File: src/rtl/burst_pkg.sv
package burst_pkg;
  localparam int unsigned BEATS = 4;
  localparam int unsigned LOW_W = $clog2(BEATS);

  typedef enum logic {
    ORD_LINEAR = 1'b0,
    ORD_XOR    = 1'b1
  } burst_order_e;

  typedef struct packed {
    logic load;
    logic step;
  } burst_cmd_t;
endpackage

File: src/rtl/burst_ctrl.sv
module burst_ctrl (
  input  logic                 en_i,
  input  logic                 step_i,
  output burst_pkg::burst_cmd_t cmd_o
);
  always_comb begin
    cmd_o.load = en_i & ~step_i;
    cmd_o.step = en_i &  step_i;
  end
endmodule

File: src/rtl/burst_base_reg.sv
module burst_base_reg #(
  parameter int unsigned ADDR_W = 32
) (
  input  logic                      clk_i,
  input  logic                      rst_ni,
  input  logic                      load_i,
  input  logic                      order_i,
  input  logic [ADDR_W-1:0]         addr_i,
  output logic [ADDR_W-1:0]         base_o,
  output burst_pkg::burst_order_e   order_o
);
  logic [ADDR_W-1:0]       base_q;
  burst_pkg::burst_order_e order_q;

  always_ff @(posedge clk_i or negedge rst_ni) begin
    if (!rst_ni) begin
      base_q  <= '0;
      order_q <= burst_pkg::ORD_LINEAR;
    end else if (load_i) begin
      base_q  <= addr_i;
      order_q <= burst_pkg::burst_order_e'(order_i);
    end
  end

  assign base_o  = base_q;
  assign order_o = order_q;
endmodule

File: src/rtl/burst_beat_cnt.sv
module burst_beat_cnt #(
  parameter int unsigned CNT_W = 2
) (
  input  logic             clk_i,
  input  logic             rst_ni,
  input  logic             load_i,
  input  logic             step_i,
  output logic [CNT_W-1:0] beat_o,
  output logic             last_o
);
  logic [CNT_W-1:0] beat_q;

  // natural wrap of the counter returns the burst to its start
  always_ff @(posedge clk_i or negedge rst_ni) begin
    if (!rst_ni)     beat_q <= '0;
    else if (load_i) beat_q <= '0;
    else if (step_i) beat_q <= beat_q + 1'b1;
  end

  assign beat_o = beat_q;
  assign last_o = &beat_q;
endmodule

File: src/rtl/burst_seq.sv
module burst_seq #(
  parameter int unsigned LOW_W = 2
) (
  input  logic [LOW_W-1:0]        start_i,
  input  logic [LOW_W-1:0]        beat_i,
  input  burst_pkg::burst_order_e order_i,
  output logic [LOW_W-1:0]        low_o
);
  logic [LOW_W-1:0] lin_low;
  logic [LOW_W-1:0] xor_low;

  assign lin_low = start_i + beat_i;

  for (genvar b = 0; b < LOW_W; b++) begin : g_xor
    assign xor_low[b] = start_i[b] ^ beat_i[b];
  end

  assign low_o = (order_i == burst_pkg::ORD_XOR) ? xor_low : lin_low;
endmodule

File: src/rtl/burst_addr_gen.sv
module burst_addr_gen #(
  parameter int unsigned ADDR_W = 32
) (
  input  logic              clk_i,
  input  logic              rst_ni,
  input  logic              en_i,
  input  logic              step_i,
  input  logic              order_i,
  input  logic [ADDR_W-1:0] addr_i,
  output logic [ADDR_W-1:0] addr_o,
  output logic              last_o
);
  localparam int unsigned LOW_W = burst_pkg::LOW_W;

  burst_pkg::burst_cmd_t   cmd;
  burst_pkg::burst_order_e order_q;
  logic [ADDR_W-1:0]       base_q;
  logic [LOW_W-1:0]        beat_q;
  logic [LOW_W-1:0]        seq_low;

  burst_ctrl u_ctrl (
    .en_i   (en_i),
    .step_i (step_i),
    .cmd_o  (cmd)
  );

  burst_base_reg #(.ADDR_W(ADDR_W)) u_base (
    .clk_i   (clk_i),
    .rst_ni  (rst_ni),
    .load_i  (cmd.load),
    .order_i (order_i),
    .addr_i  (addr_i),
    .base_o  (base_q),
    .order_o (order_q)
  );

  burst_beat_cnt #(.CNT_W(LOW_W)) u_cnt (
    .clk_i  (clk_i),
    .rst_ni (rst_ni),
    .load_i (cmd.load),
    .step_i (cmd.step),
    .beat_o (beat_q),
    .last_o (last_o)
  );

  burst_seq #(.LOW_W(LOW_W)) u_seq (
    .start_i (base_q[LOW_W-1:0]),
    .beat_i  (beat_q),
    .order_i (order_q),
    .low_o   (seq_low)
  );

  assign addr_o = {base_q[ADDR_W-1:LOW_W], seq_low};
endmodule

File: config.mk
export PLATFORM = sky130hd
export DESIGN_NAME = burst_addr_gen
export DESIGN_NICKNAME = d
export VERILOG_FILES = /design/src/rtl/burst_pkg.sv /design/src/rtl/burst_ctrl.sv /design/src/rtl/burst_base_reg.sv /design/src/rtl/burst_beat_cnt.sv /design/src/rtl/burst_seq.sv /design/src/rtl/burst_addr_gen.sv
export SDC_FILE = /design/constraint.sdc
export NUM_CORES = 1
export LEC_CHECK = 0
export BUFFER_PORTS_ARGS = -buffer_cell sky130_fd_sc_hd__buf_2
export CORE_MARGIN = 3
export CORE_UTILIZATION = 49
export DETAILED_ROUTE_END_ITERATION = 16
export PLACE_DENSITY = 0.92
export SLEW_MARGIN = 10
export SYNTH_ARGS = -nofsm -noshare
export SYNTH_HDL_FRONTEND = slang
export SYNTH_HIERARCHICAL = 1
export SYNTH_SLANG_ARGS = --single-unit
File: constraint.sdc
create_clock -name clk_i -period 2.8 [get_ports clk_i]
set_input_delay 0.14 -clock clk_i [delete_from_list [all_inputs] [get_ports clk_i]]
set_output_delay 0.14 -clock clk_i [all_outputs]
set_load 0.1 [all_outputs]
# Yosys cells after proc, flatten, opt, wreduce, memory -nomap -nowiden

Index checks and enable logic that the tools add are counted.

Add/subtract/negate cells: 2
Multiply operators: 0
Divide/modulo/power cells: 0
Order comparisons: 0
Equality and inequality tests: 0
Shifts and indexed selects: 0
Multiplexer cells: 3
Bitwise operators: 5
Reduce and logical (&&, ||, !) cells: 2

Operators with widths:

| kind                  | count |
|---|---|
| $mux W2               | 3 |
| $add A2 B1 Y2 const B | 1 |
| $add A2 B2 Y2         | 1 |
| $and A1 B1 Y1         | 2 |
| $reduce_and A2 Y1     | 1 |
| $reduce_bool A2 Y1    | 1 |
| $xor A1 B1 Y1         | 2 |
| $not A1 Y1            | 1 |

Register bits after elaboration: 35
Latch bits: 0
Bits in writable memories: 0
Memory bits (read-only): 0
Output and inout bits: 33
Word-level logic and storage cells: 15
Memories kept: 0

# Logic depth before layout (Yosys ltp)

Gate-level depths: netlist (run 1).

Word-level depth: 3
Mapped depth: 4

# Cells and area by module

The synthesis (run 1) kept the hierarchy.

Modules (own cells, without submodules):

| module         | instances | cells an instance | area an instance (um^2) |
|---|---|---|---|
| burst_base_reg | 1         | 70                | 1381.3 |
| burst_beat_cnt | 1         | 7                 | 88.8 |
| burst_seq      | 1         | 4                 | 36.3 |
| burst_ctrl     | 1         | 2                 | 16.3 |

# Least setup slack after synthesis (run 1)

Ideal clock, no wire load.

Kind: reg2out
Start point: register u_cnt.beat_q[0] (netlist: u_cnt/beat_o[0])
End point: output addr_o[1]
Arrival: 2.247 ns
Data required time: 2.660 ns
Slack: 0.413 ns
Stages on the path, launching flop included: 4
Path buffers: 0
Path through: dfrtp_1 -> ha_1 -> nor2b_1 -> xnor2_1

Longest elaborated chain between the ends: 2

RTL lines:

| item                     | line                 | source |
|---|---|---|
| start: declaration       | burst_beat_cnt.sv:11 | `logic [CNT_W-1:0] beat_q;` |
| start signal: assignment | burst_beat_cnt.sv:17 | `else if (step_i) beat_q <= beat_q + 1'b1;` |
| $add A2 B2 Y2            | burst_seq.sv:12      | `assign lin_low = start_i + beat_i;` |
| $mux W2                  | burst_seq.sv:18      | `assign low_o = (order_i == burst_pkg::ORD_XOR) ? xor_low : lin_low;` |
| end: declaration         | burst_addr_gen.sv:10 | `output logic [ADDR_W-1:0] addr_o,` |

Every way passes these cells.

# Final worst setup path (run 1)

Ends and elaborated chain as after synthesis.

==> results.md, run 1 <==
* Gpl congestion at 0.7401
* Yosys top cell area share at 0.5752
* Post-Layout Cell Count at 188
* Final WL at 2.834 mm
* Die Y at 61.75 um
* MaxCap Viol Count at 0
* Setup crit end: addr_o[1]
* Crit share post-route at 0.6522
* Cell depth of the worst flop-to-flop path at 3
* Place WS at 1.083 ns
* DRC marker count from the first detailed-route iteration at 27
* CTS H-Tree Depth at 2
* Outcome: complete, no violations
* Worst EP required at 2.66 ns
* Mapped Cells at 83
* Worst Hold Depth at 2
* Seq/Total Area, Yosys at 0.5752
* Clk root buf: clkbuf_4
* Routed vias/inst at 4.878
* GRT Total Usage at 0.1551
* Ys Warns at 6
* Vias at 917
* CP Class: reg -> out
* Design Area, Final at 1932 sq um
* Cell Pwr Density at 969.3 nW/um^2
* Grt ovf at 0
* Post-DP HPWL at 2.024 mm
* Min Tclk post-route at 1.826 ns
* Avg WL per Cell at 15.07 um
* Critical path launch point: u_cnt/beat_o[0]$_DFFE_PN0P_
* Top cell type by total area after synthesis: dfrtp_1
* FF-to-FF setup slack at 1.71 ns
* PortBufs at 69
* R2R Path Start: u_cnt/beat_o[0]$_DFFE_PN0P_
* Worst rel slew slack at 0.3076
* RSZ-0062 raised after global routing: false
* FF+latch count, synth at 35
* Final Hold Viols at 0
* Diodes inserted at 0
* DP Area at 1836 sq um
* DRT Pass-1 Iters at 4
* Clock-pin slew on the worst setup and hold paths at 0.11 ns
* Fmax at 547.6 MHz
* Layout cells sized above 1 at 0.7134
* Area grow syn2layout at 26.87%
* Hold_ws at 0.03705 ns
* Post-Syn Nets at 122
* Slew @ Worst Pin at 1.039 ns
* Hold crit path type: in -> reg
* Number of global-route vias before repair at 987
* First-pass GRT wire length at 4.250 mm
* CP Launch Type: flop
* CTS buffer count at 5
* Cell Area, Synth at 1523 sq um
* Die area at 3812 sq um
* Final Setup Violations at 0
* RR Endpoint: u_cnt/beat_o[1]$_DFFE_PN0P_
* Post-route ant nets at 0
* IO Pins at 70
* Post-Place Cells at 179
* Final Worst Setup Slack at 0.9739 ns
* Bufs on Longest Clock Path at 2
* Post-synth cell types at 12
* DRC at 0
* Final slew viol count at 0
* Largest net degree at the start of global routing at 36
* Cts repair resizes at 0
* CTS tree: done
* Final #Nets at 195
* Row count at 19
* Clock Latency Late Sink at 0.32 ns
* Clock skew at 0.00005188 ns
* Fill count at 210
* Initial antenna violation count at 0
* Initial core utilization at 0.5338
* Sink Count at 35
* CP Max Fanout at 3
* Setup Total Neg Slack at 0 ns
* Synth top area cells: dfrtp_1 (58%), mux2_4 (30%), buf_12 (3.9%), mux2_2 (2.2%), xnor2_1 (1.7%)
* Avg Inst Size Synth at 18.35 sq um
* CP Capture Type: output port
* Die X at 61.75 um
* P_leak at 1.017 nW
* Critical path arrival at 1.69 ns
* Maximum vdd drop at 0.6156 mV
* Core area at 2853 sq um
[where the power goes]
group / internal [mW] / leakage (nW) / total, mW / switching (mW)
sequential: 0.582 / 0.413 / 0.628 / 0.0457
combinational: 0.187 / 0.556 / 0.876 / 0.689
clock: 0.211 / 0.0482 / 0.369 / 0.158
[per-layer routing]
metal / share of wire / track usage
met1: 0.41 / 0.1819
met2: 0.47 / 0.2586
met3: 0.11 / 0.04959
met4: 0.013 / 0.07273
met5: 0 / 0
[state kept, by name, summed over array words and instances, names as in the netlist]
register and count:
u_cnt/beat_o 2, u_base/base_o 32, u_base/order_o 1
[metrics by stage]
step	utilization	power, mW
global route	0.6772	1.944
CTS	0.6772	1.894
floorplan	-	1.383
finish	0.6772	1.872
global placement	0.6434	1.499
detailed placement	0.6434	1.514
[cells in the final DEF (no fill, tap or decap)]
| cell type | n |
|---|---|
| nor2b_1 | 1 |
| bufinv_16 | 1 |
| buf_2 | 69 |
| dlygate4sd3_1 | 1 |
| mux2_2 | 3 |
| clkbuf_8 | 1 |
| xnor2_1 | 3 |
| and2_2 | 1 |
| mux2i_1 | 1 |
| mux2_4 | 30 |
| clkbuf_4 | 5 |
| clkinv_2 | 1 |
| ha_1 | 2 |
| dfrtp_1 | 35 |
| and2b_2 | 1 |
| nor2_1 | 2 |
[area by class of cell]
class,instances,area [sq um],area share
multi-input combinational,44,575.6,0.2979
sequential,35,875.8,0.4534
tap,31,38.79,0.02008
clock inverter,2,35.03,0.01813
timing repair buffer,70,355.3,0.1839
clock buffer,6,51.30,0.02655
[critical path, cell delays in order (launching register included)]
cell	delay [ns]
dfrtp_1	0.43
ha_1	0.19
nor2b_1	0.14
xnor2_1	0.14
buf_2	0.45
[Yosys cell counts]
master,instances
dfrtp_1,35
mux2_4,30
buf_12,3
buf_6,1
and2_2,1
mux2_2,3
ha_1,2
nor2_1,2
xnor2_1,3
nor2b_1,1
and2b_2,1
mux2i_1,1
[cells by family after synthesis]
logic type | Yosys count | synth area share
XOR/XNOR | 3 | 0.01726
AND/OR/NAND/NOR | 5 | 0.01973
multiplexers | 34 | 0.3246
buffers and inverters | 4 | 0.04684
flip-flops | 35 | 0.5752
adder cells (fa/ha/maj) | 2 | 0.01643
[what timing repair did]
action | CTS | global route
hold buffers | 1 | 0
hold endpoints to repair | 35 | 0
setup buffers | 0 | 0
[how the worst min path moves through the flow]
stage / slack [ns] / start / end
2_1_floorplan: -0.16 / rst_ni / u_base/base_o[0]$_DFFE_PN0P_
3_3_place_gp: 0.22 / rst_ni / u_base/base_o[30]$_DFFE_PN0P_
3_5_place_dp: 0.25 / rst_ni / u_base/base_o[27]$_DFFE_PN0P_
4_1_cts: 0.02 / addr_i[3] / u_base/base_o[3]$_DFFE_PN0P_
5_1_grt: 0.02 / addr_i[28] / u_base/base_o[28]$_DFFE_PN0P_
6_report: 0.04 / addr_i[21] / u_base/base_o[21]$_DFFE_PN0P_
Power figures use the tool's default switching activity.
==> run 2, diff against run 1 <==
Settings changed: CORE_UTILIZATION 49 to 41, PLACE_DENSITY 0.92 to 0.83.
Clock period 2.8 ns to 1.5 ns, I/O delays scaled along.
==> results.md, run 2 (synthesis gave the netlist of run 1 again) <==
* Commonest non-fill, non-tap cell in the layout: buf_2 (unchanged)
* CTS H-Tree Depth at 2 (unchanged)
* Grt ovf at 0 (unchanged)
* Final Setup Violations at 0 (unchanged)
* Avg WL per Cell at 14.92 um (was 15.07 um)
* Outcome: complete, no violations (unchanged)
* GR Util met2 at 0.2636 (was 0.2586)
* HP Start: addr_i[9] (was addr_i[21])
* R2R Path Start: u_cnt/beat_o[1]$_DFFE_PN0P_ (was u_cnt/beat_o[0]$_DFFE_PN0P_)
* Initial antenna violation count at 0 (unchanged)
* Hold_ws at 0.02877 ns (was 0.03705 ns)
* Worst Hold Depth at 2 (unchanged)
* Final #Nets at 198 (was 195)
* Clock skew at 0.0002529 ns (was 0.00005188 ns)
* Clock Latency Late Sink at 0.27 ns (was 0.32 ns)
* Area grow syn2layout at 34.02% (was 26.87%)
* Maximum vdd drop at 1.309 mV (was 0.6156 mV)
* Die area at 4481 sq um (was 3812 sq um)
* CTS tree: done (unchanged)
* CP Class: reg -> out (unchanged)
* Number of flip-flops in the largest register at 32 (unchanged)
* RR Endpoint: u_cnt/beat_o[1]$_DFFE_PN0P_ (unchanged)
* CP Launch Type: flop (unchanged)
* Final Worst Setup Slack at 0.04715 ns (was 0.9739 ns)
* DRT Pass-1 Iters at 2 (was 4)
* Bufs on Longest Clock Path at 2 (unchanged)
* Sink Count at 35 (unchanged)
* Crit share post-route at 0.9686
* Place WS at 0.1993 ns (was 1.083 ns)
* Core area at 3468 sq um (was 2853 sq um)
* First-pass GRT wire length at 4.926 mm (was 4.250 mm)
* Clock-pin slew on the worst setup and hold paths at 0.06 ns (was 0.11 ns)
* Layout cells sized above 1 at 0.7421 (was 0.7134)
* Initial core utilization at 0.4390 (was 0.5338)
* Final Hold Viols at 0 (unchanged)
* Worst rel slew slack at 0.4894 (was 0.3076)
* Tot Pwr at 3.605 mW (was 1.872 mW)
* Met3 usage at 0.05565 (was 0.04959)
* CP Max Fanout at 3 (unchanged)
* MaxCap Viol Count at 0 (unchanged)
* IO Pins at 70 (unchanged)
* PortBufs at 69 (unchanged)
* Vias at 951 (was 917)
* FF-to-FF setup slack at 0.44 ns (was 1.71 ns)
* RSZ-0062 raised after global routing: true (was false)
* GRT Total Usage at 0.1524 (was 0.1551)
* Hold crit path type: in -> reg (unchanged)
* Die Y at 66.94 um (was 61.75 um)
* Diodes inserted at 0 (unchanged)
* WHS Endpoint: u_base/base_o[9]$_DFFE_PN0P_ (was u_base/base_o[21]$_DFFE_PN0P_)
* Slew @ Worst Pin at 0.7658 ns (was 1.039 ns)
* Gpl congestion at 0.7339 (was 0.7401)
* Most used routing layer: met2 (unchanged)
* Post-route ant nets at 0 (unchanged)
* P_leak at 1.052 nW (was 1.017 nW)
* DRC marker count from the first detailed-route iteration at 28 (was 27)
* Most frequent cells in the layout: buf_2 (67), dfrtp_1 (35), mux2_4 (30) (was buf_2 (69), dfrtp_1 (35), mux2_4 (30))
* Final slew viol count at 0 (unchanged)
* Largest net degree at the start of global routing at 36 (unchanged)
* Final WL at 3.059 mm (was 2.834 mm)
* CP Capture Type: output port (unchanged)
* Worst EP required at 1.42 ns (was 2.66 ns)
* DRC at 0 (unchanged)
* Cell Pwr Density at 1767 nW/um^2 (was 969.3 nW/um^2)
* Routed vias/inst at 4.639 (was 4.878)
* CTS buffer count at 5 (unchanged)
* Clk root buf: clkbuf_8 (was clkbuf_4)
* Number of global-route vias before repair at 1,019 (was 987)
* Fmax at 688.3 MHz
* Post-Layout Cell Count at 205 (was 188)
* Min Tclk post-route at 1.453 ns
* Post-layout util at 0.5884 (was 0.6772)
* Row count at 21 (was 19)
* Critical path arrival at 1.38 ns (was 1.69 ns)
* Die X at 66.94 um (was 61.75 um)
* Post-Place Cells at 196 (was 179)
* Met1 Resource Use GR at 0.1681 (was 0.1819)
* Cell depth of the worst flop-to-flop path at 3 (unchanged)
==> run 2: cell count changes in the layout (fill, tap and decap cells not counted), moves of 2 or more <==
| cell | change |
|---|---|
| buf_2 | -2 |
| buf_4 | +2 |
| xnor2_1 | -2 |
| clkbuf_8 | +5 |
| clkbuf_4 | -4 |
| buf_12 | +2 |
==> run 2: power by group <==
part           switching [mW]  internal, mW
logic                    1.31         0.444
clock network           0.305         0.360
registers              0.0940          1.09
total                    1.71          1.89
==> run 2: worst max-delay path by stage <==
stage / start / to / depth (start not counted) / slack, ns
after floorplan: u_cnt/beat_o[0]$_DFFE_PN0P_ / addr_o[1] / 3 / 0.11
after global placement: u_cnt/beat_o[0]$_DFFE_PN0P_ / addr_o[1] / 4 / 0.27
after detailed placement: u_cnt/beat_o[0]$_DFFE_PN0P_ / addr_o[1] / 4 / 0.20
after CTS: u_cnt/beat_o[0]$_DFFE_PN0P_ / addr_o[0] / 2 / 0.001
after global routing: u_cnt/beat_o[0]$_DFFE_PN0P_ / addr_o[1] / 4 / -0.02
final: u_cnt/beat_o[0]$_DFFE_PN0P_ / addr_o[1] / 4 / 0.05
==> run 2: cell type report <==
class / count / area, sq um
clock buffer: 6 / 82.58
tap: 46 / 57.56
sequential: 35 / 875.8
fill: 288 / 1428
multi-input combinational: 44 / 611.8
clock inverter: 1 / 5.005
timing repair buffer: 73 / 407.9
==> run 2: what timing repair did <==
| action | 4_1_cts | 5_1_grt |
|---|---|---|
| pin swaps | 0 | 1 |
| endpoints found under the hold margin | 35 | 0 |
| endpoints found under the setup margin | 1 | 2 |
| setup buffers | 0 | 1 |
| hold buffers | 1 | 0 |
| resized for setup | 3 | 2 |
==> run 2: critical path, stage by stage (launching register included) <==
cell and delay, ns:
dfrtp_1 0.39, ha_2 0.19, nor2b_4 0.19, xnor2_4 0.14
buf_12 0.19
==> run 2: metal layers <==
layer	routed length, um	share of wire	vias up
met5	0	0	-
met4	29	0.0095	0
met3	320	0.10	5
met2	1547	0.51	50
met1	1160	0.38	461
li1	-	-	435
==> run 2: metrics by stage <==
stage | area, sq um | TNS [ns]
after floorplan | 1541 | 0
after global placement | 1916 | 0
after detailed placement | 1916 | 0
after CTS | 2028 | 0
after global routing | 2041 | -0.02230
final | 2041 | 0
